[src/rtl/lane_steer_pkg.sv]
package lane_steer_pkg;

   // Transfer kinds
   typedef enum logic [1:0] {
      OP_MWR = 2'b00,
      OP_SRD = 2'b01,
      OP_MRD = 2'b10,
      OP_SWR = 2'b11
   } op_e;

   // Access sizes
   typedef enum logic [1:0] {
      SZ_BYTE = 2'b00,
      SZ_HALF = 2'b01,
      SZ_FULL = 2'b10,
      SZ_BAD  = 2'b11
   } size_e;

   function automatic logic op_is_out(op_e op);
      return (op == OP_MWR) || (op == OP_SRD);
   endfunction

endpackage

[src/rtl/lane_decode.sv]
module lane_decode
   import lane_steer_pkg::*;
#(
   parameter int NLANES = 4,
   localparam int PTR_W = $clog2(NLANES),
   localparam int CNT_W = $clog2(NLANES) + 1
) (
   input  logic [PTR_W-1:0]  ptr,
   input  size_e             size,
   output logic [CNT_W-1:0]  cnt,
   output logic [NLANES-1:0] lane_act,
   output logic              err
);

   logic             bad_code;
   logic [CNT_W-1:0] span_end;

   always_comb begin
      bad_code = 1'b0;
      unique case (size)
         SZ_BYTE: cnt = CNT_W'(1);
         SZ_HALF: cnt = CNT_W'(2);
         SZ_FULL: cnt = CNT_W'(NLANES);
         default: begin
            cnt      = '0;
            bad_code = 1'b1;
         end
      endcase
      span_end = {1'b0, ptr} + cnt;
      err      = bad_code || (span_end > CNT_W'(NLANES));
   end

   for (genvar i = 0; i < NLANES; i++) begin : g_act
      assign lane_act[i] = !err
                           && (CNT_W'(i) >= {1'b0, ptr})
                           && (CNT_W'(i) < span_end);
   end

endmodule

[src/rtl/lane_pack.sv]
module lane_pack #(
   parameter int NLANES  = 4,
   parameter int LANE_W  = 8,
   parameter bit SWAP_EN = 1'b1,
   parameter bit DUP_EN  = 1'b1,
   localparam int DW     = NLANES * LANE_W,
   localparam int PTR_W  = $clog2(NLANES),
   localparam int CNT_W  = $clog2(NLANES) + 1,
   localparam int HALF   = NLANES / 2
) (
   input  logic [DW-1:0]     src,
   input  logic [PTR_W-1:0]  ptr,
   input  logic [CNT_W-1:0]  cnt,
   input  logic [NLANES-1:0] lane_act,
   input  logic              do_swap,
   output logic [DW-1:0]     lanes_out
);

   logic [LANE_W-1:0] src_b  [NLANES];
   logic [LANE_W-1:0] ord_b  [NLANES];
   logic [LANE_W-1:0] plc_b  [NLANES];
   logic [LANE_W-1:0] fin_b  [NLANES];

   for (genvar k = 0; k < NLANES; k++) begin : g_split
      assign src_b[k] = src[k*LANE_W +: LANE_W];
   end

   // Optional reversal of the access unit
   if (SWAP_EN) begin : g_swap
      always_comb begin
         for (int k = 0; k < NLANES; k++) begin
            if (do_swap && (CNT_W'(k) < cnt))
               ord_b[k] = src_b[PTR_W'(cnt - CNT_W'(1)) - PTR_W'(k)];
            else
               ord_b[k] = src_b[k];
         end
      end
   end else begin : g_noswap
      logic unused_swap;
      assign unused_swap = do_swap;
      assign ord_b = src_b;
   end

   // Shift onto the addressed lanes, zero elsewhere
   always_comb begin
      for (int i = 0; i < NLANES; i++) begin
         if (lane_act[i])
            plc_b[i] = ord_b[PTR_W'(i) - ptr];
         else
            plc_b[i] = '0;
      end
   end

   // Upper-half to lower-half mirroring for narrow accesses
   if (DUP_EN) begin : g_dup
      logic narrow;
      assign narrow = (cnt < CNT_W'(NLANES));
      for (genvar i = 0; i < NLANES; i++) begin : g_lane
         if (i < HALF) begin : g_low
            assign fin_b[i] = (!lane_act[i] && narrow && lane_act[i+HALF])
                              ? plc_b[i+HALF] : plc_b[i];
         end else begin : g_high
            assign fin_b[i] = plc_b[i];
         end
      end
   end else begin : g_nodup
      assign fin_b = plc_b;
   end

   for (genvar k = 0; k < NLANES; k++) begin : g_join
      assign lanes_out[k*LANE_W +: LANE_W] = fin_b[k];
   end

endmodule

[src/rtl/lane_unpack.sv]
module lane_unpack #(
   parameter int NLANES = 4,
   parameter int LANE_W = 8,
   localparam int DW    = NLANES * LANE_W,
   localparam int PTR_W = $clog2(NLANES),
   localparam int CNT_W = $clog2(NLANES) + 1
) (
   input  logic [DW-1:0]    bus,
   input  logic [PTR_W-1:0] ptr,
   input  logic [CNT_W-1:0] cnt,
   output logic [DW-1:0]    aligned
);

   logic [LANE_W-1:0] bus_b [NLANES];

   for (genvar k = 0; k < NLANES; k++) begin : g_split
      assign bus_b[k] = bus[k*LANE_W +: LANE_W];
   end

   always_comb begin
      for (int k = 0; k < NLANES; k++) begin
         if ((CNT_W'(k) < cnt) && ((CNT_W'(k) + {1'b0, ptr}) < CNT_W'(NLANES)))
            aligned[k*LANE_W +: LANE_W] = bus_b[PTR_W'(k) + ptr];
         else
            aligned[k*LANE_W +: LANE_W] = '0;
      end
   end

endmodule

[src/rtl/lane_steer.sv]
module lane_steer
   import lane_steer_pkg::*;
#(
   parameter int DATA_W  = 32,
   parameter int LANE_W  = 8,
   parameter bit SWAP_EN = 1'b1,
   parameter bit DUP_EN  = 1'b1,
   localparam int NLANES = DATA_W / LANE_W,
   localparam int PTR_W  = $clog2(NLANES),
   localparam int CNT_W  = $clog2(NLANES) + 1,
   localparam int HALF   = NLANES / 2
) (
   input  logic              clk,
   input  logic              rst_n,
   input  logic              req_valid,
   input  logic [1:0]        req_op,
   input  logic [1:0]        req_size,
   input  logic [PTR_W-1:0]  req_ptr,
   input  logic              swap_mode,
   input  logic [DATA_W-1:0] int_wdata,
   input  logic [DATA_W-1:0] bus_din,
   output logic              rsp_valid,
   output logic [DATA_W-1:0] bus_dout,
   output logic [NLANES-1:0] bus_be_n,
   output logic [DATA_W-1:0] int_rdata,
   output logic              rsp_err
);

   // Elaboration-time parameter checks
   if (DATA_W % LANE_W != 0) begin : g_chk_div
      $error("DATA_W must be a multiple of LANE_W");
   end
   if (NLANES < 4 || (NLANES & (NLANES - 1)) != 0) begin : g_chk_lanes
      $error("lane count must be a power of two, at least 4");
   end

   op_e   op;
   size_e size;
   logic  is_out;
   logic  do_swap;

   assign op      = op_e'(req_op);
   assign size    = size_e'(req_size);
   assign is_out  = op_is_out(op);
   assign do_swap = swap_mode && (op == OP_MWR);

   logic [CNT_W-1:0]  cnt;
   logic [NLANES-1:0] lane_act;
   logic              err;
   logic [DATA_W-1:0] packed_d;
   logic [DATA_W-1:0] unpacked_d;

   lane_decode #(.NLANES(NLANES)) u_decode (
      .ptr      (req_ptr),
      .size     (size),
      .cnt      (cnt),
      .lane_act (lane_act),
      .err      (err)
   );

   lane_pack #(
      .NLANES  (NLANES),
      .LANE_W  (LANE_W),
      .SWAP_EN (SWAP_EN),
      .DUP_EN  (DUP_EN)
   ) u_pack (
      .src       (int_wdata),
      .ptr       (req_ptr),
      .cnt       (cnt),
      .lane_act  (lane_act),
      .do_swap   (do_swap),
      .lanes_out (packed_d)
   );

   lane_unpack #(
      .NLANES (NLANES),
      .LANE_W (LANE_W)
   ) u_unpack (
      .bus     (bus_din),
      .ptr     (req_ptr),
      .cnt     (cnt),
      .aligned (unpacked_d)
   );

   logic [NLANES-1:0] be_n_d;
   logic [DATA_W-1:0] dout_d;
   logic [DATA_W-1:0] rdat_d;

   always_comb begin
      if (err)                be_n_d = '1;
      else if (op == OP_MRD)  be_n_d = '0;
      else                    be_n_d = ~lane_act;
      dout_d = (is_out && !err)  ? packed_d   : '0;
      rdat_d = (!is_out && !err) ? unpacked_d : '0;
   end

   op_e   op_q;
   size_e size_q;

   always_ff @(posedge clk) begin
      if (!rst_n) begin
         rsp_valid <= 1'b0;
         bus_dout  <= '0;
         bus_be_n  <= '1;
         int_rdata <= '0;
         rsp_err   <= 1'b0;
         op_q      <= OP_MWR;
         size_q    <= SZ_BYTE;
      end else begin
         rsp_valid <= req_valid;
         if (req_valid) begin
            bus_dout  <= dout_d;
            bus_be_n  <= be_n_d;
            int_rdata <= rdat_d;
            rsp_err   <= err;
            op_q      <= op;
            size_q    <= size;
         end
      end
   end

   // Assertions
   assert_rsp_follows_req_R1: assert property (@(posedge clk) disable iff (!rst_n)
      req_valid |=> rsp_valid);

   assert_idle_holds_R1: assert property (@(posedge clk) disable iff (!rst_n)
      !req_valid |=> (!rsp_valid && $stable(bus_dout) && $stable(bus_be_n)
                      && $stable(int_rdata) && $stable(rsp_err)));

   assert_mrd_all_lanes_R4: assert property (@(posedge clk) disable iff (!rst_n)
      (rsp_valid && op_q == OP_MRD && !rsp_err) |-> (bus_be_n == '0));

   assert_err_quiet_R11: assert property (@(posedge clk) disable iff (!rst_n)
      (rsp_valid && rsp_err) |-> (bus_be_n == '1 && bus_dout == '0 && int_rdata == '0));

   assert_byte_one_lane_R3: assert property (@(posedge clk) disable iff (!rst_n)
      (rsp_valid && size_q == SZ_BYTE && op_q != OP_MRD && !rsp_err)
      |-> ($countones(~bus_be_n) == 1));

   assert_other_path_zero_R12: assert property (@(posedge clk) disable iff (!rst_n)
      (rsp_valid && !op_is_out(op_q)) |-> (bus_dout == '0));

   if (DUP_EN) begin : g_dup_chk
      assert_upper_mirror_R6: assert property (@(posedge clk) disable iff (!rst_n)
         (rsp_valid && op_is_out(op_q) && size_q != SZ_FULL && !rsp_err
          && !bus_be_n[NLANES-1])
         |-> (bus_dout[(HALF-1)*LANE_W +: LANE_W] == bus_dout[(NLANES-1)*LANE_W +: LANE_W]));
   end

endmodule

[config.mk]
export PLATFORM = sky130hd
export DESIGN_NAME = lane_steer
export DESIGN_NICKNAME = d
export VERILOG_FILES = /design/src/rtl/lane_steer_pkg.sv /design/src/rtl/lane_decode.sv /design/src/rtl/lane_pack.sv /design/src/rtl/lane_unpack.sv /design/src/rtl/lane_steer.sv
export SDC_FILE = /design/constraint.sdc
export NUM_CORES = 1
export LEC_CHECK = 0
export BUFFER_PORTS_ARGS = -buffer_cell sky130_fd_sc_hd__buf_4
export CAP_MARGIN = 20
export CORE_ASPECT_RATIO = 1.4
export CORE_MARGIN = 5
export CORE_UTILIZATION = 58
export DETAILED_ROUTE_END_ITERATION = 7
export PLACE_DENSITY = 0.94
export SLEW_MARGIN = 0
export SYNTH_ARGS = -nofsm -noshare
export SYNTH_HDL_FRONTEND = slang
export SYNTH_SLANG_ARGS = --single-unit
[constraint.sdc]
create_clock -name clk -period 9.8 [get_ports clk]
set_input_delay 0.98 -clock clk [delete_from_list [all_inputs] [get_ports clk]]
set_output_delay 0.98 -clock clk [all_outputs]
set_load 0.005 [all_outputs]
== Word-level counts from Yosys, hierarchy flattened ==
Cells that the tools add are included.
Operators by class
  $add $sub $neg: 15
  reduce and logical (&&, ||, !) cells: 31
  magnitude comparators: 29
  muxes and demuxes: 56
  equal/unequal tests: 4
  bitwise logic cells: 13
Operator list (number)
  two-way mux 8 bit: 38
  binary-select mux 8 bit (select 2 bit): 12
  two-way mux 32 bit: 2
  greater-or-equal comparator 3 bit, second input constant: 12
  NOT 2 -> 3 bit: 12
  logical AND 1 bit: 22
  less-than comparator 1 x 3 -> 1 bit, first input constant: 4
  less-than comparator 2 x 3 -> 1 bit, first input constant: 4
  less-than comparator 3 bit, second input constant: 4
  case mux 3 bit (3 select lines): 1
  two-way mux 4 bit: 2
  adder 2 x 2 -> 3 bit, first input constant: 2
  adder 2 bit, first input constant: 2
  equality test 2 x 1 -> 1 bit, second input constant: 2
  equality test 2 bit, second input constant: 2
  greater-or-equal comparator 1 x 2 -> 1 bit, first input constant: 2
  logical NOT 1 bit: 4
  logical NOT 2 bit: 2
  NOT 4 bit: 1
  subtractor 1 x 2 -> 2 bit, first input constant: 2
  subtractor 2 x 1 -> 2 bit, second input constant: 2
  subtractor 2 bit, first input constant: 2
  subtractor 2 bit, second input constant: 2
  adder 1 x 2 -> 3 bit, first input constant: 1
  8 further kinds: 9
Word-level totals
  output and inout bits: 70
  input port bits: 74
  logic and storage cells: 153
  bits in registers: 70

== Longest topological paths before layout ==
  depth after elaboration: 15
  mapped depth: 12
  gate-level depth less buffers: 10

== Cells and area by module ==
From an unflattened synthesis, not the netlist that was laid out.
Unflattened totals
  cells, all modules: 646
  area, all modules: 5791.8 um2
By module, submodules not included
  lane_pack: cells an instance 371, area an instance 2408.6 um2, times used 1
  lane_steer: cells an instance 168, area an instance 2237.1 um2, times used 1
  lane_unpack: cells an instance 80, area an instance 945.9 um2, times used 1
  lane_decode: cells an instance 27, area an instance 200.2 um2, times used 1

== Worst setup path after synthesis ==
Ideal clock, no wire load.
  kind: in2reg
  start point: in req_size[1]
  end point: reg bus_dout[0]
  cell stages on the path: 11
  setup slack: 5855 ps
  setup time: 82 ps
  data required time: 9718 ps
  arrival time: 3862 ps
  path buffers: 2
  cells stage by stage: inv_1 > ha_1 > clkbuf_1 > clkbuf_1 > inv_1 > fa_1 > nand2b_1 > a2111oi_4 > nand3_2 > o32a_4 > o221ai_1
Between the ends
  longest elaborated chain between the ends: 15
RTL lines
  start, declared: line lane_steer.sv:17  | input logic [1:0] req_size,
  equality test 2 bit, or another cell as far along: line lane_decode.sv:20  | unique case (size)
  case mux 3 bit (3 select lines): line lane_decode.sv:20
  subtractor 2 x 1 -> 2 bit: line lane_pack.sv:33  | ord_b[k] = src_b[PTR_W'(cnt - CNT_W'(1)) - PTR_W'(k)];
  subtractor 2 bit / subtractor 2 x 1 -> 2 bit (equally long branches): line lane_pack.sv:33
  NOT 2 -> 3 bit (not written as such): line lane_pack.sv:33
  binary-select mux 8 bit (select 2 bit): line lane_pack.sv:33
  two-way mux 8 bit (not written as such) (2 in series): line lane_pack.sv:33
  two-way mux 8 bit: line lane_pack.sv:32  | if (do_swap && (CNT_W'(k) < cnt))
  binary-select mux 8 bit (select 2 bit): line lane_pack.sv:48  | plc_b[i] = ord_b[PTR_W'(i) - ptr];
  two-way mux 8 bit (not written as such) (2 in series): line lane_pack.sv:48
  two-way mux 8 bit: line lane_pack.sv:47  | if (lane_act[i])
  two-way mux 8 bit: line lane_pack.sv:61  | ? plc_b[i+HALF] : plc_b[i];
  two-way mux 32 bit *: line lane_steer.sv:93  | dout_d = (is_out && !err) ? packed_d : '0;
  end signal, assigned: line lane_steer.sv:112  | bus_dout <= dout_d;
  end, declared: line lane_steer.sv:23  | output logic [DATA_W-1:0] bus_dout,
Mark *: on every way between the ends. The rest lies on a longest branch, timed or not. The select of a mux whose other input is x is not followed.
A chain may end at the register's enable or synchronous reset.

== Worst setup path in the final report ==
  start point: in req_size[1]
  end point: reg bus_dout[3]
The elaborated chain is that of the path after synthesis.

==> qor.yml <==
status:
  status: "finished clean"
grt:
  grt_pass1_wl_um: 30000
  grt_usage_pct: 33.3
  overflow: 0
  antenna_found_initial: 0
  grt_pass1_vias: 5937
  grt_max_degree: 73
clock_tree:
  cts_buffers: 9
  clock-root-buffer: "clkbuf_16"
  postCtsSetupBuffers: 0
  cts_resized: 0
  max-clock-path-buffers: 2
  clock-sinks: 70
  clk_transition_reported_paths_ps: 60
  clock_latency_ps: 330
  cts_hold_buffers: 0
  cts_tree: "done"
  htreeDepth: 3
detailed_routing:
  postRouteAntennaNets: 0
  vias: 5968
  wl_um: 19300
  drt_iter0_drc: 709
  top_layer_used: "met4"
  drt-pass1-iter-count: 6
  drc: 0
  met3_length_um: 2130
  wl_met1_um: 6250
  dr_wl_met2_um: 9410
  wl_per_cell_um: 23.4
  viasPerCell: 7.23
floorplan:
  row_count: 41
  coreArea_um2: 9080
  die_y_um: 124
  die_area_um2: 11400
  io_pins: 144
  die_w_um: 91.6
  initial_utilization_pct: 59.5
worst_setup_path:
  worstPathRequired_ps: 10050
  worstSetupEndpointType: "register"
  rrSetupSlack_ps: 9020
  crit_type: "input pin to register"
  arrival_ps: 4600
  critPathLaunchType: "input pin"
  path_max_fanout: 57
placement:
  hpwl_um: 13900
  dp_cells: 810
  io_buffers: 143
  gp_congestion: 0.944
layout:
  drive_above_1_share_pct: 30.7
  layout.cells.non_filler: 826
  layout.nets: 801
  diodes: 0
  area_growth_pct: 24.8
yosys:
  synth_common_cells: "84 x nand2_1, 70 x dfxtp_1, 33 x mux4_2"
  synth_top_area_share_pct: 25.9
  yosys.area.top_type: "dfxtp_1"
  ys_ff_latch: 70
  syn_avg_cell_area_um2: 8.96
  synth-seq-area-share_pct: 25.9
  synth_edf_count: 0
  synth_ff_type: "dfxtp_1"
  ys.warnings.count: 0
  synth_area_leaders: "dfxtp_1 26%, mux4_2 14%, nand2_1 5.8%, mux2i_1 4.3%, o2bb2ai_1 3.9%"
  syn-instance-count: 603
  synth_area_um2: 5400
  async_flop_share_pct: 0
  synth_most_common_cell: "nand2_1"
  syn_nets: 688
  synth_cell_types: 60
sta:
  fin_crit_sh_pct: 44.4
  min_period_ps: 4350
  clock.fmax_mhz: 230
  setup_viol_count_final: 0
  worstMarginPinSlew_ps: 1150
  hold_viol: 0
  relSlewSlack_pct: 21.9
  finalSetupTns_ps: 0
  skew_ps: 0
  drv_slew: 0
  rsz0062_at_grt: "no"
min_path:
  min_path_type: "register to register"
power:
  power.density_nw_per_um2: 117
  p_leak_nw: 2.85
  peakVddDrop_v: 0.000108
run:
  maxCapViolCount: 0
-- per-layer routing --
metal  global-route usage [%]  vias to the layer above
li1                         -                     2551
met4                     25.4                        0
met5                        0                        -
met2                     57.2                      498
met3                     6.83                      136
met1                     36.0                     2783
-- where the power goes --
part,internal (mW),switching [mW]
registers,0.292,0.00453
logic,0.0913,0.111
clock network,0.168,0.124
total,0.551,0.240
-- critical path, cell delays in order --
cell and delay (ps):
buf_4 120, inv_1 90, ha_2 170, buf_4 520, ha_1 260, inv_1 50
fa_1 570, nand2b_1 220, a2111oi_4 600, nand3_2 300, o32a_4 500, o221ai_1 200
-- sequential cells by signal, summed over array words and instances (netlist names) --
signal     cells
int_rdata     32
rsp_err        1
bus_dout      32
bus_be_n       4
rsp_valid      1
-- cells by family (layout without fill, tap and decap cells) --
group | Yosys count | after routing | synth area share [%]
buffers and inverters | 75 | 191 | 5.63
XOR/XNOR | 3 | 3 | 0.625
AO/OA/AOI/OAI | 180 | 180 | 26.4
AND/OR/NAND/NOR | 200 | 200 | 19.1
flip-flops | 70 | 70 | 25.9
multiplexers | 64 | 64 | 19.7
adder cells (fa/ha/maj) | 11 | 11 | 2.69
-- through the flow --
stage	utilization, %	power [mW]	hold slack [ps]	instance area [µm²]	worst slack, ps
after floorplan	-	0.419	457	5400	5860
after global placement	71.2	0.491	447	6460	5320
after detailed placement	71.2	0.498	458	6460	5160
after CTS	74.0	0.784	468	6720	5480
after global routing	74.2	0.816	477	6740	5260
final	74.2	0.791	473	6740	5450
-- final timing paths --
path                                   start            to  cells after the start
worst max-delay path             req_size[1]   bus_dout[3]                     12
worst min-delay path             bus_dout[8]   bus_dout[8]                      1
worst max register to register  bus_dout[20]  bus_dout[20]                      2
worst min register to register   bus_dout[8]   bus_dout[8]                      1
-- cell type report --
cell class	count	area, µm²
Multi-Input combinational cell	458	3710
Fill cell	669	2340
Sequential cell	70	1400
Timing Repair Buffer	150	1130
Clock buffer	10	229
Tap cell	107	134
Inverter	27	101
Clock inverter	4	26.3
-- placed cells by master (no fill, tap or decap), types with 9 or more instances in the layout --
cell type and n:
a211o_1 14, a21oi_1 22, a221oi_1 9, a31oi_1 17, a32o_1 15, a32oi_1 19, and2_1 26, buf_4 148
clkbuf_16 9, dfxtp_1 70, ha_1 9, inv_1 26, mux2i_1 23, mux4_2 33, nand2_1 84, nand2b_1 14
nor2_1 20, nor2b_1 11, nor3_1 11, o21ai_0 18, o221ai_1 10, o2bb2ai_1 24
Power figures use the tool's default switching activity.
